===== src/rtl/isu_pkg.sv =====
package isu_pkg;

    localparam int unsigned SRC_COUNT = 8;
    localparam int unsigned WORD_W    = 32;

    localparam logic [7:0] OFF_MASTER = 8'h1C;
    localparam logic [7:0] OFF_STATUS = 8'h20;
    localparam logic [7:0] OFF_ENABLE = 8'h28;
    localparam logic [7:0] OFF_SRESET = 8'h40;

    localparam logic [WORD_W-1:0] SRESET_KEY = 32'h0000_000A;

    // Bit positions of the event sources inside the status word.
    typedef enum logic [2:0] {
        SRC_ARB_LOST  = 3'd0,
        SRC_TX_FAULT  = 3'd1,
        SRC_TX_EMPTY  = 3'd2,
        SRC_RX_LEVEL  = 3'd3,
        SRC_BUS_IDLE  = 3'd4,
        SRC_ADDR_HIT  = 3'd5,
        SRC_ADDR_MISS = 3'd6,
        SRC_TX_HALF   = 3'd7
    } src_idx_e;

    // One-hot register select, shared by the write and read paths.
    typedef struct packed {
        logic master;
        logic status;
        logic enable;
        logic sreset;
    } reg_sel_t;

    function automatic logic any_pending(input logic [SRC_COUNT-1:0] sts,
                                         input logic [SRC_COUNT-1:0] ena);
        return |(sts & ena);
    endfunction

    function automatic logic key_match(input logic [WORD_W-1:0] data,
                                       input logic [WORD_W-1:0] key);
        return data == key;
    endfunction

endpackage


===== src/rtl/isu_decode.sv =====
module isu_decode
    import isu_pkg::*;
#(
    parameter int unsigned ADDR_W = 8
) (
    input  logic              wr_en_i,
    input  logic              rd_en_i,
    input  logic [ADDR_W-1:0] addr_i,
    output reg_sel_t          wsel_o,
    output reg_sel_t          rsel_o
);

    reg_sel_t hit;

    always_comb begin
        hit.master = (addr_i == ADDR_W'(OFF_MASTER));
        hit.status = (addr_i == ADDR_W'(OFF_STATUS));
        hit.enable = (addr_i == ADDR_W'(OFF_ENABLE));
        hit.sreset = (addr_i == ADDR_W'(OFF_SRESET));
    end

    always_comb begin
        wsel_o = wr_en_i ? hit : '0;
        rsel_o = rd_en_i ? hit : '0;
    end

endmodule


===== src/rtl/isu_status.sv =====
module isu_status
    import isu_pkg::*;
#(
    parameter int unsigned NSRC = SRC_COUNT
) (
    input  logic            clk_i,
    input  logic            rst_i,
    input  logic            clr_wr_i,
    input  logic [NSRC-1:0] clr_mask_i,
    input  logic            sreset_i,
    input  logic [NSRC-1:0] evt_i,
    output logic [NSRC-1:0] status_o
);

    logic [NSRC-1:0] sts_q;
    logic [NSRC-1:0] clr;

    assign clr = clr_wr_i ? clr_mask_i : '0;

    // Each bit is its own sticky cell; set has priority over clear.
    for (genvar i = 0; i < NSRC; i++) begin : g_bit
        always_ff @(posedge clk_i) begin
            if (rst_i || sreset_i)
                sts_q[i] <= 1'b0;
            else if (evt_i[i])
                sts_q[i] <= 1'b1;
            else if (clr[i])
                sts_q[i] <= 1'b0;
        end
    end

    assign status_o = sts_q;

    // a set bit only drops through a clear or a soft reset
    a_r2_sticky: assert property (@(posedge clk_i) disable iff (rst_i)
        !sreset_i |=> ((($past(sts_q) & ~$past(clr)) & ~sts_q) == '0));

    // a cleared bit without a coincident event reads zero afterwards
    a_r3_clear: assert property (@(posedge clk_i) disable iff (rst_i)
        !sreset_i |=> ((sts_q & $past(clr & ~evt_i)) == '0));

    // an event always lands, even against a clear write
    a_r4_set_wins: assert property (@(posedge clk_i) disable iff (rst_i)
        !sreset_i |=> ((sts_q & $past(evt_i)) == $past(evt_i)));

endmodule


===== src/rtl/isu_ctrl.sv =====
module isu_ctrl
    import isu_pkg::*;
#(
    parameter int unsigned        NSRC   = SRC_COUNT,
    parameter int unsigned        DATA_W = WORD_W,
    parameter logic [DATA_W-1:0]  KEY    = SRESET_KEY
) (
    input  logic              clk_i,
    input  logic              rst_i,
    input  reg_sel_t          wsel_i,
    input  logic [DATA_W-1:0] wdata_i,
    output logic              sreset_o,
    output logic [NSRC-1:0]   enable_o,
    output logic              master_o,
    output logic              ctrl_rst_o
);

    localparam int unsigned MASTER_BIT = DATA_W - 1;

    logic [NSRC-1:0] ena_q;
    logic            mst_q;
    logic            pulse_q;
    logic            hit;

    assign hit = wsel_i.sreset && key_match(wdata_i, KEY);

    always_ff @(posedge clk_i) begin
        if (rst_i) begin
            ena_q   <= '0;
            mst_q   <= 1'b0;
            pulse_q <= 1'b0;
        end else begin
            pulse_q <= hit;
            if (hit) begin
                ena_q <= '0;
                mst_q <= 1'b0;
            end else begin
                if (wsel_i.enable) ena_q <= wdata_i[NSRC-1:0];
                if (wsel_i.master) mst_q <= wdata_i[MASTER_BIT];
            end
        end
    end

    assign sreset_o   = hit;
    assign enable_o   = ena_q;
    assign master_o   = mst_q;
    assign ctrl_rst_o = pulse_q;

    // the key clears the control state and pulses the reset output
    a_r8_key: assert property (@(posedge clk_i) disable iff (rst_i)
        (wsel_i.sreset && wdata_i == KEY) |=> (ctrl_rst_o && enable_o == '0 && !master_o));

    // any other value at the reset offset changes nothing
    a_r9_nokey: assert property (@(posedge clk_i) disable iff (rst_i)
        (wsel_i.sreset && wdata_i != KEY) |=> (!ctrl_rst_o && $stable(enable_o) && $stable(master_o)));

endmodule


===== src/rtl/isu_irq.sv =====
module isu_irq
    import isu_pkg::*;
#(
    parameter int unsigned NSRC = SRC_COUNT
) (
    input  logic            clk_i,
    input  logic            rst_i,
    input  logic [NSRC-1:0] status_i,
    input  logic [NSRC-1:0] enable_i,
    input  logic            master_i,
    output logic            irq_o
);

    logic irq_q;

    always_ff @(posedge clk_i) begin
        if (rst_i) irq_q <= 1'b0;
        else       irq_q <= master_i && any_pending(status_i, enable_i);
    end

    assign irq_o = irq_q;

    // the master enable gates the line
    a_r7_master: assert property (@(posedge clk_i) disable iff (rst_i)
        !master_i |=> !irq_o);

    // nothing pending means no interrupt next cycle
    a_r7_idle: assert property (@(posedge clk_i) disable iff (rst_i)
        ((status_i & enable_i) == '0) |=> !irq_o);

endmodule


===== src/rtl/intr_status_unit.sv =====
module intr_status_unit
    import isu_pkg::*;
#(
    parameter int unsigned       ADDR_W = 8,
    parameter int unsigned       DATA_W = WORD_W,
    parameter int unsigned       NSRC   = SRC_COUNT,
    parameter logic [DATA_W-1:0] KEY    = SRESET_KEY
) (
    input  logic              clk_i,
    input  logic              rst_i,
    input  logic              wr_en_i,
    input  logic              rd_en_i,
    input  logic [ADDR_W-1:0] addr_i,
    input  logic [DATA_W-1:0] wdata_i,
    output logic [DATA_W-1:0] rdata_o,
    input  logic [NSRC-1:0]   evt_i,
    output logic              irq_o,
    output logic              ctrl_rst_o
);

    localparam int unsigned PAD_W = DATA_W - NSRC;

    reg_sel_t          wsel;
    reg_sel_t          rsel;
    logic              sreset;
    logic [NSRC-1:0]   status;
    logic [NSRC-1:0]   enable;
    logic              master;
    logic [DATA_W-1:0] rmux;
    logic [DATA_W-1:0] rdata_q;

    isu_decode #(.ADDR_W(ADDR_W)) u_decode (
        .wr_en_i (wr_en_i),
        .rd_en_i (rd_en_i),
        .addr_i  (addr_i),
        .wsel_o  (wsel),
        .rsel_o  (rsel)
    );

    isu_ctrl #(.NSRC(NSRC), .DATA_W(DATA_W), .KEY(KEY)) u_ctrl (
        .clk_i      (clk_i),
        .rst_i      (rst_i),
        .wsel_i     (wsel),
        .wdata_i    (wdata_i),
        .sreset_o   (sreset),
        .enable_o   (enable),
        .master_o   (master),
        .ctrl_rst_o (ctrl_rst_o)
    );

    isu_status #(.NSRC(NSRC)) u_status (
        .clk_i      (clk_i),
        .rst_i      (rst_i),
        .clr_wr_i   (wsel.status),
        .clr_mask_i (wdata_i[NSRC-1:0]),
        .sreset_i   (sreset),
        .evt_i      (evt_i),
        .status_o   (status)
    );

    isu_irq #(.NSRC(NSRC)) u_irq (
        .clk_i    (clk_i),
        .rst_i    (rst_i),
        .status_i (status),
        .enable_i (enable),
        .master_i (master),
        .irq_o    (irq_o)
    );

    // Read mux; the reset register and unmapped offsets return zero.
    always_comb begin
        rmux = '0;
        if (rsel.master) rmux = {master, {(DATA_W-1){1'b0}}};
        if (rsel.status) rmux = {{PAD_W{1'b0}}, status};
        if (rsel.enable) rmux = {{PAD_W{1'b0}}, enable};
    end

    always_ff @(posedge clk_i) begin
        if (rst_i)        rdata_q <= '0;
        else if (rd_en_i) rdata_q <= rmux;
    end

    assign rdata_o = rdata_q;

    // read data is held between read requests
    a_r12_hold: assert property (@(posedge clk_i) disable iff (rst_i)
        !rd_en_i |=> $stable(rdata_o));

    // the reset register never returns data
    a_r9_readzero: assert property (@(posedge clk_i) disable iff (rst_i)
        (rd_en_i && addr_i == ADDR_W'(OFF_SRESET)) |=> (rdata_o == '0));

    // the controller reset pulse lasts one cycle
    a_r8_pulse: assert property (@(posedge clk_i) disable iff (rst_i)
        (ctrl_rst_o && !(wr_en_i && addr_i == ADDR_W'(OFF_SRESET) && wdata_i == KEY))
        |=> !ctrl_rst_o);

endmodule


===== config.mk =====
export PLATFORM = sky130hd
export DESIGN_NAME = intr_status_unit
export DESIGN_NICKNAME = d
export VERILOG_FILES = /design/src/rtl/isu_pkg.sv /design/src/rtl/isu_decode.sv /design/src/rtl/isu_status.sv /design/src/rtl/isu_ctrl.sv /design/src/rtl/isu_irq.sv /design/src/rtl/intr_status_unit.sv
export SDC_FILE = /design/constraint.sdc
export NUM_CORES = 1
export LEC_CHECK = 0
export ABC_CLOCK_PERIOD_IN_PS = 2100
export BUFFER_PORTS_ARGS = -buffer_cell sky130_fd_sc_hd__buf_2
export CAP_MARGIN = 0
export CORE_MARGIN = 3
export CORE_UTILIZATION = 31
export DETAILED_ROUTE_END_ITERATION = 12
export PLACE_DENSITY = 0.71
export SYNTH_ARGS = -nofsm -noshare
export SYNTH_HDL_FRONTEND = slang
export SYNTH_SLANG_ARGS = --single-unit

===== constraint.sdc =====
create_clock -name clk_i -period 2.1 [get_ports clk_i]
set_input_delay 0.21 -clock clk_i [delete_from_list [all_inputs] [get_ports clk_i]]
set_output_delay 0.21 -clock clk_i [all_outputs]
set_load 0.05 [all_outputs]

==> results.yml <==
outcome:
  run_status: "complete, no violations"
global_route:
  grt_start_max_net_pins: 18
  wire_length_of_the_first_global_routing_pass_mm: 5.82
  grt_use_total: 0.121
  grt_overflow_total: 0
  first_global_vias: 1252
  initial_antenna_violation_count: 0
logic_synthesis:
  synth_compound_area_frac: 0.119
  synth-seq-cells: 28
  postSynthCellCount: 175
  proportion_of_synthesized_area_in_mux_cells: 0.115
  post_synth_main_area_contributors: "dfxtp_1 (36%), buf_4 (11%), mux2i_1 (5.8%)"
  dominantRegCellSynth: "dfxtp_1"
  yosysWarnings: 0
  ys_async_sr_fraction: 0
  synthSimpleGateAreaFrac: 0.238
  synth_top_family_by_area: "simple AND/OR/NAND/NOR gates"
  yosys.area_share.adder: 0
  post_synthesis_cell_type_with_the_largest_combined_area: "dfxtp_1"
  syn-mean-instance-area_um2: 8.95
  synth_cell_types: 31
  mappedNetlistArea_um2: 1570
  yosys.area_share.xor_xnor: 0
  synth_sequential_area_ratio: 0.358
  synth_largest_type_area_fraction: 0.358
  synth_edf_count: 0
layout:
  num-fill-cells: 531
  area_growth_pct: 22.2
  n_antenna_cell: 0
  multiInputGateArea_um2: 826
  layout.cells.most_common_list: "buf_2 (62), dfxtp_1 (28), conb_1 (23)"
  mostFrequentLayoutCell: "buf_2"
  drive_above_1_share: 0.397
  final-seq-area_um2: 561
  num-nets-final: 290
floorplanning:
  core_area_um2: 4820
  initial_core_util: 0.325
  placementRows: 25
  fp.dieArea_um2: 5940
  ios: 86
  die_h_um: 77.1
  dieWidth_um: 77.1
routing:
  antenna_left: 0
  routed_wl_mm: 3.70
  via_per_inst: 4.33
  post-route-drc-count: 0
  drt-pass1-iter-count: 4
  vias: 1315
  routedWlPerCell_um: 12.2
  drt-initial-drc-count: 48
sta:
  timing.final.setup_violations: 0
  tns_setup_ns: 0
  skew_ns: 0.00483
  final_max_slew_viol_count: 0
  max_freq_ghz: 0.711
  worst_slack_ns: 0.694
  final.hold.worst_slack_ns: 0.142
  final_hold_viol_count: 0
  layout_worst_path_cycle_share: 0.669
  period_needed_ns: 1.41
  rsz0062_at_grt: "no"
placement:
  portBuffers: 62
  global_placement_routability_congestion: 0.765
  dp_worst_setup_slack_ns: 0.375
  dp_hpwl_mm: 3.01
clocking:
  cts-hold-fix-buffers: 0
  cts_tree: "built"
  numCtsBuffers: 3
  cts.repair_timing.setup_buffer_count: 0
  ctsHtreeMaxLevel: 1
  clkLatencyLatePin_ns: 0.29
  cts-root-to-sink-buffers: 2
  cts-resized-gates: 0
  clk_root_buffer_cell: "clkbuf_8"
  cts_sinks: 28
  clock_pin_slew_on_the_worst_setup_and_hold_paths_ns: 0.09
critical_path:
  path_class: "in -> reg"
  crit_chain: "buf_2, nor4b_2, nand2b_2, o41ai_4, buf_4, a21oi_1"
  setup.worst_path.start_class: "input pin"
  worst-endpoint-required_ns: 2.27
  worst_path_max_delay_cell: "nor4b_2"
  worstPathArrival_ns: 1.58
  slowest_cell_delay_on_critical_path_ns: 0.43
  crit_path_max_fanout: 17
  critical_path.endpoint_type: "flop"
power_and_ir_drop:
  power_per_cell_area_nw_per_um2: 576
  power.ir.vdd_worst_v: 0.000232
  total_leakage_power_uw: 0.000986
  total_power_uw: 1100
worst_hold_path:
  hold_class: "in -> reg"
flow_run:
  maxCapViolations: 0
-- critical path: cells and delay by family --
kind                   cells  cell delay [ns]
AO/OA/AOI/OAI              2             0.36
buffers and inverters      2             0.43
AND/OR/NAND/NOR            2             0.57
-- power by group --
part,internal [uW],switching (uW)
Combinational,62.1,151
Clock,169,171
Sequential,542,7.61
Total,773,330
-- Yosys cell counts, types with 2 or more instances --
master	n
o21ai_0	8
a21oi_1	16
nand3_1	2
mux2_2	8
nor3_1	3
a22oi_1	4
buf_4	23
nor2_2	9
nand4_1	4
nor2b_1	8
nor2_1	11
nor4_1	4
clkbuf_1	4
dfxtp_1	28
inv_1	17
mux2i_1	9
and3_1	2
nor4b_4	2
-- per-layer routing --
metal / GRT usage / up-vias / part of all wire
li1: - / 678 / -
met1: 0.140 / 595 / 0.42
met2: 0.217 / 36 / 0.51
met3: 0.0235 / 6 / 0.047
met4: 0.0480 / 0 / 0.021
met5: 0 / - / 0
-- logic make-up (layout without fill, tap and decap cells) --
family / Yosys count / after routing
and+or+nand+nor: 54 / 54
DFF: 28 / 28
buffers and inverters: 45 / 85
other: 1 / 23
muxes: 17 / 17
AOI/OAI and AO/OA: 30 / 30
-- state kept, by name, summed over array words and instances (netlist names) --
register,cells
u_ctrl.ctrl_rst_o,1
u_irq.irq_o,1
u_ctrl.master_o,1
u_status.status_o,8
u_ctrl.enable_o,8
rdata_o,9
-- final cells by class --
cell class                 instances  area share
clock buffer                       4      0.0288
inverter                          17      0.0333
multi-input combinational        124       0.431
sequential                        28       0.293
tap                               67      0.0438
timing repair buffer              64       0.170
-- metrics by stage --
step	instance area, um^2	cells	utilization
floorplan	1650	197	-
global placement	1860	300	0.386
detailed placement	1860	300	0.386
CTS	1910	304	0.397
global route	1910	304	0.397
finish	1910	304	0.397
-- final timing paths --
path,start,endpoint,slack (ns),depth (start not counted)
setup / recovery,addr_i[2],u_status.status_o[2],0.69,6
hold / removal,evt_i[3],u_status.status_o[3],0.14,3
setup reg to reg,u_ctrl.enable_o[3],u_irq.irq_o,1.14,3
hold reg to reg,rdata_o[31],rdata_o[31],0.47,2
(Power assumes the default switching activity.)
